`src/rtl/rxf_pkg.sv`:
```
// Shared helpers for the receive FIFO.
// Assumes the coded levels are fixed at 1, 4, 8 and 14 bytes whatever the depth.
package rxf_pkg;

    localparam int LVL_W = 5;

    // Decode a 2-bit fill-level code into a byte count.
    function automatic logic [LVL_W-1:0] code_level(input logic [1:0] code);
        case (code)
            2'd0:    code_level = 5'd1;
            2'd1:    code_level = 5'd4;
            2'd2:    code_level = 5'd8;
            default: code_level = 5'd14;
        endcase
    endfunction

endpackage

```
`src/rtl/rxf_store.sv`:
```
// Byte storage with wrapping read and write pointers.
// Assumes DEPTH is a power of two, so the pointers wrap without compare logic.
// Assumes the caller only writes when not full and only reads when not empty.
module rxf_store #(
    parameter int DW    = 8,
    parameter int DEPTH = 16,
    localparam int AW   = $clog2(DEPTH)
) (
    input  logic          clk,
    input  logic          rst_n,
    input  logic          flush,
    input  logic          wr_ok,
    input  logic [DW-1:0] wr_data,
    input  logic          rd_ok,
    input  logic          is_empty,
    output logic [DW-1:0] head
);

    logic [DW-1:0] mem [DEPTH];
    logic [AW-1:0] wr_ptr;
    logic [AW-1:0] rd_ptr;

    // Pointer advance on accepted writes and reads; flush returns both pointers to zero.
    always_ff @(posedge clk) begin
        if (!rst_n || flush) begin
            wr_ptr <= '0;
            rd_ptr <= '0;
        end else begin
            if (wr_ok) wr_ptr <= wr_ptr + 1'b1;
            if (rd_ok) rd_ptr <= rd_ptr + 1'b1;
        end
    end

    // Data array write; the array itself is not reset.
    always_ff @(posedge clk) begin
        if (wr_ok) mem[wr_ptr] <= wr_data;
    end

    // Oldest byte, forced to zero while nothing is stored.
    always_comb begin
        head = is_empty ? '0 : mem[rd_ptr];
    end

endmodule

```
`src/rtl/rxf_occupancy.sv`:
```
// Occupancy counter, empty/full/overflow flags and the software flush sequencer.
// Assumes sw_rst is a one-cycle request. The flush lasts RST_CYC cycles after it.
module rxf_occupancy #(
    parameter int DEPTH   = 16,
    parameter int RST_CYC = 3,
    localparam int CW     = $clog2(DEPTH) + 1,
    localparam int RW     = $clog2(RST_CYC + 1)
) (
    input  logic          clk,
    input  logic          rst_n,
    input  logic          push_req,
    input  logic          pop_req,
    input  logic          ovf_clr,
    input  logic          sw_rst,
    output logic          push_ok,
    output logic          pop_ok,
    output logic          flush,
    output logic [CW-1:0] count,
    output logic          empty,
    output logic          full,
    output logic          ovf,
    output logic          busy
);

    logic [RW-1:0] rst_cnt;

    // Status decode from the registered count and the flush counter.
    always_comb begin
        empty   = (count == '0);
        full    = (count == CW'(DEPTH));
        busy    = (rst_cnt != '0);
        flush   = sw_rst || busy;
        push_ok = push_req && !full && !flush;
        pop_ok  = pop_req && !empty && !flush;
    end

    // Flush sequencer: load on request, count down to zero.
    always_ff @(posedge clk) begin
        if (!rst_n)      rst_cnt <= '0;
        else if (sw_rst) rst_cnt <= RW'(RST_CYC);
        else if (busy)   rst_cnt <= rst_cnt - 1'b1;
    end

    // Occupancy: up on accepted byte, down on accepted read, zero on flush.
    always_ff @(posedge clk) begin
        if (!rst_n || flush) count <= '0;
        else if (push_ok && !pop_ok) count <= count + 1'b1;
        else if (pop_ok && !push_ok) count <= count - 1'b1;
    end

    // Sticky overflow: a byte meeting a full store sets it, write-one clears it.
    always_ff @(posedge clk) begin
        if (!rst_n)                              ovf <= 1'b0;
        else if (push_req && full && !flush)     ovf <= 1'b1;
        else if (ovf_clr)                        ovf <= 1'b0;
    end

endmodule

```
`src/rtl/rxf_timeout.sv`:
```
// Idle timer on the baud tick. It reports bytes left waiting for cmp+1 ticks.
// Assumes baud_tick is a one-cycle pulse and that cmp is held steady while bytes wait.
module rxf_timeout #(
    parameter int TW = 9
) (
    input  logic          clk,
    input  logic          rst_n,
    input  logic          flush,
    input  logic          push_ok,
    input  logic          rd_req,
    input  logic          baud_tick,
    input  logic          is_empty,
    input  logic [TW-1:0] cmp,
    output logic          tmo
);

    logic [TW-1:0] cnt;
    logic          hit;

    // Compare point: a tick that finds the counter at the compare value while bytes wait.
    always_comb begin
        hit = baud_tick && !push_ok && !is_empty && (cmp != '0) && (cnt == cmp);
    end

    // Tick counter: restart on new byte or empty store, stop at the compare value.
    always_ff @(posedge clk) begin
        if (!rst_n || flush)            cnt <= '0;
        else if (push_ok || is_empty)   cnt <= '0;
        else if (baud_tick && cnt != cmp) cnt <= cnt + 1'b1;
    end

    // Timeout flag: a read clears it first, a hit sets it otherwise.
    always_ff @(posedge clk) begin
        if (!rst_n || flush) tmo <= 1'b0;
        else if (rd_req)     tmo <= 1'b0;
        else if (hit)        tmo <= 1'b1;
    end

endmodule

```
`src/rtl/rxf_levels.sv`:
```
// Coded-level comparators for the data-available flag and the flow-control output.
// Assumes both codes share the 1/4/8/14 encoding from the package.
module rxf_levels #(
    parameter int DEPTH = 16,
    localparam int CW   = $clog2(DEPTH) + 1
) (
    input  logic [CW-1:0] count,
    input  logic [1:0]    avail_code,
    input  logic [1:0]    rts_code,
    input  logic          rts_auto_en,
    input  logic          rts_pol,
    output logic          avail,
    output logic          rts_pin
);

    logic [CW-1:0] avail_lvl;
    logic [CW-1:0] rts_lvl;
    logic          ready;

    // Level decode and threshold compares.
    always_comb begin
        avail_lvl = CW'(rxf_pkg::code_level(avail_code));
        rts_lvl   = CW'(rxf_pkg::code_level(rts_code));
        avail     = (count >= avail_lvl);
        ready     = !rts_auto_en || (count < rts_lvl);
        rts_pin   = rts_pol ? ready : !ready;
    end

endmodule

```
`src/rtl/rx_fifo_timeout.sv`:
```
// Receive FIFO top: storage, occupancy and flush, idle timer and level flags.
// Assumes rx_valid, rd_en, ovf_clr and sw_rst are synchronous one-cycle strobes.
module rx_fifo_timeout #(
    parameter int DW      = 8,
    parameter int DEPTH   = 16,
    parameter int TW      = 9,
    parameter int RST_CYC = 3,
    localparam int CW     = $clog2(DEPTH) + 1
) (
    input  logic          clk,
    input  logic          rst_n,
    input  logic          rx_valid,
    input  logic [DW-1:0] rx_data,
    input  logic          rd_en,
    output logic [DW-1:0] rd_data,
    input  logic          baud_tick,
    input  logic [1:0]    avail_code,
    input  logic [TW-1:0] tmo_cmp,
    input  logic          ovf_clr,
    input  logic          sw_rst,
    input  logic          rts_auto_en,
    input  logic          rts_pol,
    input  logic [1:0]    rts_code,
    output logic [CW-1:0] count,
    output logic          empty,
    output logic          full,
    output logic          avail,
    output logic          ovf,
    output logic          tmo,
    output logic          rts_pin,
    output logic          busy
);

    logic push_ok;
    logic pop_ok;
    logic flush;

    rxf_occupancy #(.DEPTH(DEPTH), .RST_CYC(RST_CYC)) u_occ (
        .clk      (clk),
        .rst_n    (rst_n),
        .push_req (rx_valid),
        .pop_req  (rd_en),
        .ovf_clr  (ovf_clr),
        .sw_rst   (sw_rst),
        .push_ok  (push_ok),
        .pop_ok   (pop_ok),
        .flush    (flush),
        .count    (count),
        .empty    (empty),
        .full     (full),
        .ovf      (ovf),
        .busy     (busy)
    );

    rxf_store #(.DW(DW), .DEPTH(DEPTH)) u_store (
        .clk      (clk),
        .rst_n    (rst_n),
        .flush    (flush),
        .wr_ok    (push_ok),
        .wr_data  (rx_data),
        .rd_ok    (pop_ok),
        .is_empty (empty),
        .head     (rd_data)
    );

    rxf_timeout #(.TW(TW)) u_tmo (
        .clk       (clk),
        .rst_n     (rst_n),
        .flush     (flush),
        .push_ok   (push_ok),
        .rd_req    (rd_en),
        .baud_tick (baud_tick),
        .is_empty  (empty),
        .cmp       (tmo_cmp),
        .tmo       (tmo)
    );

    rxf_levels #(.DEPTH(DEPTH)) u_lvl (
        .count       (count),
        .avail_code  (avail_code),
        .rts_code    (rts_code),
        .rts_auto_en (rts_auto_en),
        .rts_pol     (rts_pol),
        .avail       (avail),
        .rts_pin     (rts_pin)
    );

endmodule

```
`config.mk`:
```
export PLATFORM = sky130hd
export DESIGN_NAME = rx_fifo_timeout
export DESIGN_NICKNAME = d
export VERILOG_FILES = /design/src/rtl/rxf_pkg.sv /design/src/rtl/rxf_store.sv /design/src/rtl/rxf_occupancy.sv /design/src/rtl/rxf_timeout.sv /design/src/rtl/rxf_levels.sv /design/src/rtl/rx_fifo_timeout.sv
export SDC_FILE = /design/constraint.sdc
export NUM_CORES = 1
export LEC_CHECK = 0
export ABC_AREA = 1
export BUFFER_PORTS_ARGS = -buffer_cell sky130_fd_sc_hd__buf_4
export CAP_MARGIN = 0
export CORE_MARGIN = 4
export CORE_UTILIZATION = 41
export CTS_BUF_LIST = sky130_fd_sc_hd__clkbuf_4 sky130_fd_sc_hd__clkbuf_8
export CTS_CLUSTER_SIZE = 12
export DETAILED_ROUTE_END_ITERATION = 10
export GPL_TIMING_DRIVEN = 0
export HOLD_SLACK_MARGIN = 0.05
export PLACE_DENSITY_LB_ADDON = 0.2
export SKIP_CTS_REPAIR_TIMING = 1
export SYNTH_ARGS = -nofsm -noshare
export SYNTH_HDL_FRONTEND = slang
export SYNTH_SLANG_ARGS = --single-unit
```
`constraint.sdc`:
```
create_clock -name clk -period 2.64 [get_ports clk]
set_input_delay 0.264 -clock clk [delete_from_list [all_inputs] [get_ports clk]]
set_output_delay 0.264 -clock clk [all_outputs]
set_load 0.01 [all_outputs]
```
* Word-level counts from Yosys, hierarchy flattened
Memory sizes are Yosys's and may differ from the RTL's. A register that Yosys moved wholly into a read port is not among the register bits. Index checks and enable logic that the tools add are counted.
Word-level totals: bits in registers 26, memories 1, bits in writable memories 128, output and inout bits 20
Operators by class: eq/ne operators 7, multiplexer cells 14, add/sub/neg operators 6, reduce and logical (&&, ||, !) cells 35, magnitude comparators 2
Memory list:
- u_store.mem | depth 16, bits a word 8, read ports 1, clocked after memory_dff 1, wr ports 1, line rxf_store.sv:19 | logic [DW-1:0] mem [DEPTH];
Operator list (number):
- 4-bit case mux with 3 select lines | 2
- 1-bit logical AND | 13
- 5-bit two-way mux | 2
- 9-bit by 1-bit adder with 9-bit output, second input constant | 1
- 9-bit == test | 1
- 9-bit != test | 1
- 9-bit nonzero test | 1
- 4-bit by 1-bit adder with 4-bit output, second input constant | 2
- 1-bit logical NOT | 8
- 4-bit two-way mux | 2
- 8-bit two-way mux | 1
- 2-bit nonzero test | 4
- 5-bit by 1-bit adder with 5-bit output, second input constant | 1
- 5-bit == test, second input constant | 1
- 5-bit by 4-bit greater-or-equal comparator with 1-bit output | 1
- 5-bit logical NOT | 1
- 5-bit by 4-bit < comparator with 1-bit output | 1
- 1-bit two-way mux | 5
- 5-bit by 1-bit subtractor with 5-bit output, second input constant | 1
- 2-bit by 1-bit == test with 1-bit output, second input constant | 2
- 2-bit == test, second input constant | 2
- 2-bit logical NOT | 2
- 1-bit logical OR | 4
- 2-bit two-way mux | 2
- 2 further kinds | 3

* Logic depth before layout (Yosys ltp)
Gate-level depths: netlist (run 1).
depth after elaboration 9, depth in mapped cells 16, mapped depth without buffers 16

* Modules after synthesis
From an unflattened synthesis (run 1), not the netlist that was laid out.
Second synthesis, totals: cells, all modules 813, area, all modules 7464.7 µm²
By module, submodules not included:
- rxf_store | times used 1, cells an instance 575, area an instance 5962.0 µm²
- rxf_timeout | times used 1, cells an instance 112, area an instance 706.9 µm²
- rxf_occupancy | times used 1, cells an instance 81, area an instance 551.8 µm²
- rxf_levels | times used 1, cells an instance 45, area an instance 244.0 µm²

* Least setup slack after synthesis (run 1)
Ideal clock, no wire load.
path kind reg-to-reg, from register u_occ.rst_cnt[0], to register u_occ.count[4], slack 488 ps, cell stages (with the launch flop) 16, buffers on the path 0, data arrival time 2039 ps, period minus slack after synthesis 2152 ps, cells stage by stage dfxtp_1 -> inv_1 -> ha_1 -> nand2_2 -> nor2_2 -> nand2_2 -> inv_2 -> ha_1 -> inv_1 -> ha_1 -> a21oi_1 -> nand2_1 -> a21oi_1 -> o21ai_0 -> nor2_1 -> nor2_1
Between the ends: word-level cells in the longest chain between the ends 7
RTL lines:
- from (decl) | line rxf_occupancy.sv:25 | logic [RW-1:0] rst_cnt;
- from (signal assigned) | line rxf_occupancy.sv:40 | else if (sw_rst) rst_cnt <= RW'(RST_CYC);
- from (signal assigned) | line rxf_occupancy.sv:41 | else if (busy) rst_cnt <= rst_cnt - 1'b1;
- 2-bit nonzero test * | line rxf_occupancy.sv:31 | busy = (rst_cnt != '0);
- 1-bit logical OR * | line rxf_occupancy.sv:32 | flush = sw_rst || busy;
- 1-bit logical NOT * | line rxf_occupancy.sv:33 | push_ok = push_req && !full && !flush;
- 1-bit logical AND * | line rxf_occupancy.sv:33
- named net push_ok | line rx_fifo_timeout.sv:34 | logic push_ok;
- 1-bit logical NOT | line rxf_occupancy.sv:48 | else if (pop_ok && !push_ok) count <= count - 1'b1;
- 1-bit logical AND | line rxf_occupancy.sv:48
- 2-bit nonzero test (no line)
- to (signal assigned) | line rxf_occupancy.sv:47 | else if (push_ok && !pop_ok) count <= count + 1'b1;
- to (signal assigned) | line rxf_occupancy.sv:48
- to (decl) | line rxf_occupancy.sv:18 | output logic [CW-1:0] count,
The timed path passes the listed nets; every way through them passes the cells marked *. A chain may end at the register's enable or synchronous reset.

* Worst setup path in the final report (run 1)
from register u_occ.count[2], to register u_occ.count[4]
Between the ends: word-level cells in the longest chain between the ends 7
RTL lines:
- branches (longest 7 deep; another with 5-bit by 1-bit subtractor with 5-bit output)
Several ways; the timed one is not identified. The select of a mux whose other input is x is not followed.

==> flow_summary.json, run 1 <==
{
  "status": "complete, no violations",
  "synth_top_cells_by_area": "edfxtp_1 (54%), nand2_1 (10%), dfxtp_1 (8.5%), nand3_1 (5.9%), a21oi_1 (3.5%)",
  "synth_commonest_cells": "nand2_1 (193), edfxtp_1 (128), nand3_1 (83)",
  "crit_buf_inv": 2,
  "postRouteAntennaNets": 0,
  "timing.fmax_mhz": 400.1,
  "antenna_cells": 0,
  "synth_top_family_by_area": "simple AND/OR/NAND/NOR gates",
  "grt_max_degree": 17,
  "tightestPinTransition_ns": 0.8806,
  "synth_top_flop_cell": "edfxtp_1",
  "io-pin-count": 50,
  "placed_area_sq_um": 7742,
  "cp_max_fo": 6,
  "final_area_sq_um": 8148,
  "firstDrtPassIters": 5,
  "switchingPower_mw": 1.001,
  "wl_per_cell_um": 17.01,
  "tns_ns": 0,
  "critical_path_depth": 12,
  "worst_slack_ns": 0.1406,
  "first_iter_violations": 380,
  "grt.overflow.total": 0,
  "post-route-drc-count": 0,
  "muxShareOfSynthArea_pct": 0,
  "synth_edf_count": 128,
  "cts-root-buf": "clkbuf_8",
  "initial_core_util_pct": 42.36,
  "synth_area_sq_um": 7099,
  "cp-start-kind": "flop",
  "antenna_found_initial": 0,
  "clock_latency_ns": 0.45,
  "synthAdderAreaFrac_pct": 3.454,
  "clockBufferDepth": 2,
  "grt_pass1_wl_mm": 26.28,
  "synthSimpleGateAreaFrac_pct": 20.81,
  "via_per_inst": 5.193,
  "powerDensity_nw_per_um2": 567.5,
  "async_flop_share_pct": 0,
  "relSlewSlack_pct": 41.07,
  "core-area_sq_um": 16760,
  "peakVddDrop_mv": 0.2965,
  "synth-seq-cells": 158,
  "finalNetCount": 814,
  "hold_class": "input port to flop",
  "p_seq_share_pct": 58.4,
  "seq_area_frac_synth_pct": 62.60,
  "syn-num-nets": 746,
  "first_global_vias": 4976,
  "tritoncts": "yes",
  "synth_compound_area_share_pct": 6.168,
  "dp_hpwl_mm": 11.75,
  "ys_types": 34,
  "grt_usage_pct": 17.71,
  "yosysWarnings": 0,
  "yosysMostFrequentCell": "nand2_1",
  "hold_violations": 0,
  "synth_xor_area_share_pct": 1.727,
  "fp.dieH_um": 139.6,
  "crit_family": "simple AND/OR/NAND/NOR gates",
  "syn_to_final_growth_pct": 14.77,
  "finClkSkew_ns": 0.01150,
  "maxSlewViolCount": 0,
  "cp_slowest_stage_delay_ns": 0.45,
  "netlist.area_leader.share_pct": 54.14,
  "synth_top_area_cell": "edfxtp_1",
  "switching_share_pct": 21.64,
  "ff2ff_path_depth": 12,
  "drive_gt1_share_pct": 15.96,
  "cellLeakagePower_nw": 3.098,
  "finalPower_mw": 4.624,
  "synth_cells": 697,
  "cts_max_level": 4,
  "die_w_um": 139.6,
  "crit_type": "flop to flop",
  "arrival_ns": 2.85,
  "die_area_sq_um": 19480,
  "avgSynthCellArea_sq_um": 10.19,
  "clock-sinks": 158,
  "path_cells": "inv_1 > nand4_1 > nand3_2 > ha_1 > inv_1 > ha_2 > nand3_1 > nand2_1 > o21ai_0 > nand2_1 > nand2_1 > nor2_1",
  "cts-buffers-inserted": 17,
  "grt_setup_unrepaired": "no",
  "finalSetupViolCount": 0,
  "cp_common_cell": "nand2_1",
  "routabilityCongestion": 0.8969,
  "max-cap-violations": 0,
  "p_clk_share_pct": 36.9,
  "finalCritPeriodShare_pct": 94.67,
  "p_comb_share_pct": 4.7,
  "dr_total_vias": 5177,
  "wl_mm": 16.96,
  "intPower_mw": 3.624,
  "rows": 47,
  "path_clk_slew_ns": 0.08,
  "crit_slowest_cell": "dfxtp_1",
  "worst_setup_path_end_kind": "flop",
  "required_ns": 2.99,
  "io_buffers": 49,
  "period_needed_ns": 2.499,
  "whs_path_depth": 3,
  "dp_slack_ns": 0.1637
}
[path summary, 6_finish.rpt]
kind             startpoint  slack (ns)          endpoint
max reg2reg  u_occ.count[2]        0.14    u_occ.count[4]
min reg2reg       u_tmo.tmo        0.47         u_tmo.tmo
min                   rst_n        0.03  u_occ.rst_cnt[1]
max          u_occ.count[2]        0.14    u_occ.count[4]
[power groups by stage]
stage / Clock (mW) / Sequential (mW) / Combinational, mW
3_3_place_gp: 0 / 2.76 / 0.207
2_1_floorplan: 0 / 2.76 / 0.0944
4_1_cts: 1.74 / 2.70 / 0.216
6_report: 1.71 / 2.70 / 0.217
3_5_place_dp: 0 / 2.76 / 0.215
5_1_grt: 1.84 / 2.70 / 0.243
[layout make-up]
type                            count  area [sq um]
Buffer                             28         187.7
Clock buffer                       19         249.0
Tap cell                          220         275.3
Inverter                           48         191.4
Multi-Input combinational cell    463          2307
Sequential cell                   158          4448
Timing Repair Buffer               49         367.9
Clock inverter                     12         121.4
Fill cell                        1540          8612
[flip-flops by register name, indices dropped and copies added, names as in the netlist, named ones only]
register / flops
u_occ.count: 5
u_occ.ovf: 1
u_occ.rst_cnt: 2
u_store.mem: 128
u_store.rd_ptr: 4
u_store.wr_ptr: 4
u_tmo.cnt: 9
u_tmo.tmo: 1
[cell usage in the layout, fill, tap and decap left out, types with 6 or more instances in the layout]
cell type and n:
ha_1 15, nor2_1 53, buf_2 8, o21ai_0 15, nand3_1 83, buf_6 7
a21oi_1 48, buf_4 54, nand2_1 193, nand4_1 6, clkbuf_1 6, o31ai_1 8
dfxtp_1 27, clkbuf_8 17, inv_1 43, edfxtp_1 128, xnor2_1 9
[stage by stage]
stage                     std cells  hold slack (ns)  util, %
after global routing            997          0.05156    48.62
after CTS                       997       -0.0002262    48.41
after detailed placement        966           0.4552    46.20
after global placement          966           0.4490    46.20
final                           997          0.03226    48.62
after floorplan                 697           0.3629        -
[routing by layer]
layer / wire length [um] / global-route usage [%] / share of wire (%) / up-vias
met5: 0 / 0 / 0 / -
met4: 680 / 8.159 / 4.0 / 0
met3: 1150 / 4.425 / 6.8 / 44
met2: 7922 / 28.19 / 47 / 167
met1: 7205 / 22.95 / 42 / 2457
li1: - / - / - / 2509
[worst register-to-register path: cells and delay by family, from the launching register on]
kind | cells | cell delay, ns
DFF | 1 | 0.45
buffers and inverters | 2 | 0.32
and+or+nand+nor | 7 | 0.79
adders and majority gates | 2 | 0.59
AOI/OAI and AO/OA | 1 | 0.27
[kinds of logic after synthesis]
| kind of cell | Yosys count |
|---|---|
| flops | 158 |
| simple gates | 350 |
| fa+ha+maj | 19 |
| compound gates | 80 |
| buf+inv | 76 |
| xor+xnor | 14 |
(Power assumes the default switching activity.)
==> run 2: changes to the inputs <==
Settings changed: CORE_UTILIZATION 41 to 46.
==> flow_summary.json, run 2 (synthesized netlist as in run 1, its figures left out) <==
{
  "status": "complete, no violations",
  "powerDensity_nw_per_um2": 569.1,
  "finalSetupViolCount": 0,
  "post-route-drc-count": 0,
  "final_area_sq_um": 8097,
  "relSlewSlack_pct": 42.69,
  "max-cap-violations": 0,
  "crit_type": "flop to output pin",
  "postRouteAntennaNets": 0,
  "tns_ns": 0,
  "via_per_inst": 5.315,
  "cts_max_level": 4,
  "dp_hpwl_mm": 11.77,
  "antenna_found_initial": 0,
  "initial_core_util_pct": 46.87,
  "core-area_sq_um": 15150,
  "rows": 45,
  "finalCoreUtilization_pct": 53.46,
  "io_buffers": 49,
  "peakVddDrop_mv": 0.3039,
  "clock_latency_ns": 0.45,
  "timing.fmax_mhz": 399.5,
  "top_register": "u_store.mem",
  "largest_reg_flops": 128,
  "r2r-start": "u_occ.count[3]",
  "period_needed_ns": 2.503,
  "worst_slack_ns": 0.1369,
  "mostFrequentLayoutCells": "nand2_1 (193), edfxtp_1 (128), nand3_1 (83)",
  "final_common_cell": "nand2_1",
  "arrival_ns": 2.24,
  "dp_slack_ns": 0.2225,
  "die_area_sq_um": 17480,
  "grt_setup_unrepaired": "yes",
  "grt_max_degree": 17,
  "syn_to_final_growth_pct": 14.05,
  "first_global_vias": 5296,
  "antenna_cells": 0,
  "cp-start-kind": "flop",
  "routabilityCongestion": 0.8820,
  "placed_area_sq_um": 7702,
  "worst_setup_path_end_kind": "output pin",
  "io-pin-count": 50,
  "maxSlewViolCount": 0,
  "cts-root-buf": "clkbuf_8",
  "clockBufferDepth": 2,
  "hold_ws_ns": 0.07759,
  "finalPower_mw": 4.607,
  "hold_class": "input port to flop",
  "tritoncts": "yes",
  "die_w_um": 132.2,
  "firstDrtPassIters": 6,
  "hold_start": "sw_rst",
  "fp.dieH_um": 132.2,
  "path_clk_slew_ns": 0.08,
  "cts-buffers-inserted": 17,
  "wl_per_cell_um": 17.61,
  "grt.overflow.total": 0,
  "cp_max_fo": 10,
  "finalNetCount": 815,
  "stdcell_count": 966,
  "required_ns": 2.38,
  "drive_gt1_share_pct": 14.91,
  "cellLeakagePower_nw": 3.101,
  "finClkSkew_ns": 0.009070,
  "hold_violations": 0,
  "dp.cells": 934,
  "tightestPinTransition_ns": 0.8565,
  "first_iter_violations": 419,
  "clock-sinks": 158,
  "top_regs": "u_store.mem: 128 flops, u_tmo.cnt: 9 flops, u_occ.count: 5 flops",
  "wl_mm": 17.01,
  "grt_pass1_wl_mm": 26.88,
  "grt_usage_pct": 20.04,
  "dr_total_vias": 5134,
  "finalCritPeriodShare_pct": 94.81
}
-- run 2: changes by cell type in the layout (fill, tap and decap cells not counted) --
| cell | before | now |
|---|---|---|
| ha_1 | 15 | 16 |
| clkinv_4 | 2 | 1 |
| a21oi_2 | 2 | 1 |
| dlygate4sd3_1 | 0 | 1 |
| clkbuf_4 | 2 | 4 |
| clkinvlp_4 | 2 | 0 |
| dfxtp_2 | 3 | 1 |
| clkinv_1 | 2 | 6 |
| clkinv_2 | 4 | 2 |
| ha_2 | 2 | 1 |
| inv_6 | 2 | 1 |
| dfxtp_1 | 27 | 29 |
| a21oi_1 | 48 | 49 |
-- run 2: area by class of cell --
cell class / count / area [sq um]
clock buffers: 21 / 264.0
clock inverters: 10 / 97.59
repair buffers: 50 / 377.9
multi-input cells: 463 / 2301
plain buffers: 28 / 187.7
flip-flops and latches: 158 / 4446
fillers: 1366 / 7049
well taps: 188 / 235.2
inverters: 48 / 187.7
-- run 2: final timing paths --
| kind | endpoint | slack, ns | depth (start not counted) |
|---|---|---|---|
| setup reg to reg | u_occ.count[4] | 0.25 | 13 |
| hold reg to reg | u_tmo.tmo | 0.46 | 2 |
| setup / recovery | rd_data[7] | 0.14 | 5 |
| hold / removal | u_occ.rst_cnt[0] | 0.08 | 3 |
-- run 2: metal layers --
metal | global-route usage [%] | share of wire, % | wire length [um] | up-vias
met2 | 34.35 | 49 | 8413 | 175
met4 | 9.700 | 3.9 | 671 | 0
li1 | - | - | - | 2507
met1 | 23.84 | 41 | 6909 | 2406
met5 | 0 | 0 | 0 | -
met3 | 4.695 | 6.0 | 1013 | 46
-- run 2: worst max-delay path, cell delays in order, from the launching register on --
cell and delay (ns):
dfxtp_1 0.49, clkbuf_1 0.44, a21oi_1 0.11, o31ai_1 0.40
a21oi_1 0.16, buf_4 0.18
-- run 2: where the power goes --
part | internal (mW) | switching [mW] | leakage, nW | total, mW
sequential | 2.69 | 0.00523 | 1.39 | 2.70
clock | 0.858 | 0.835 | 0.189 | 1.69
combinational | 0.0833 | 0.132 | 1.52 | 0.216
total | 3.64 | 0.972 | 3.10 | 4.61
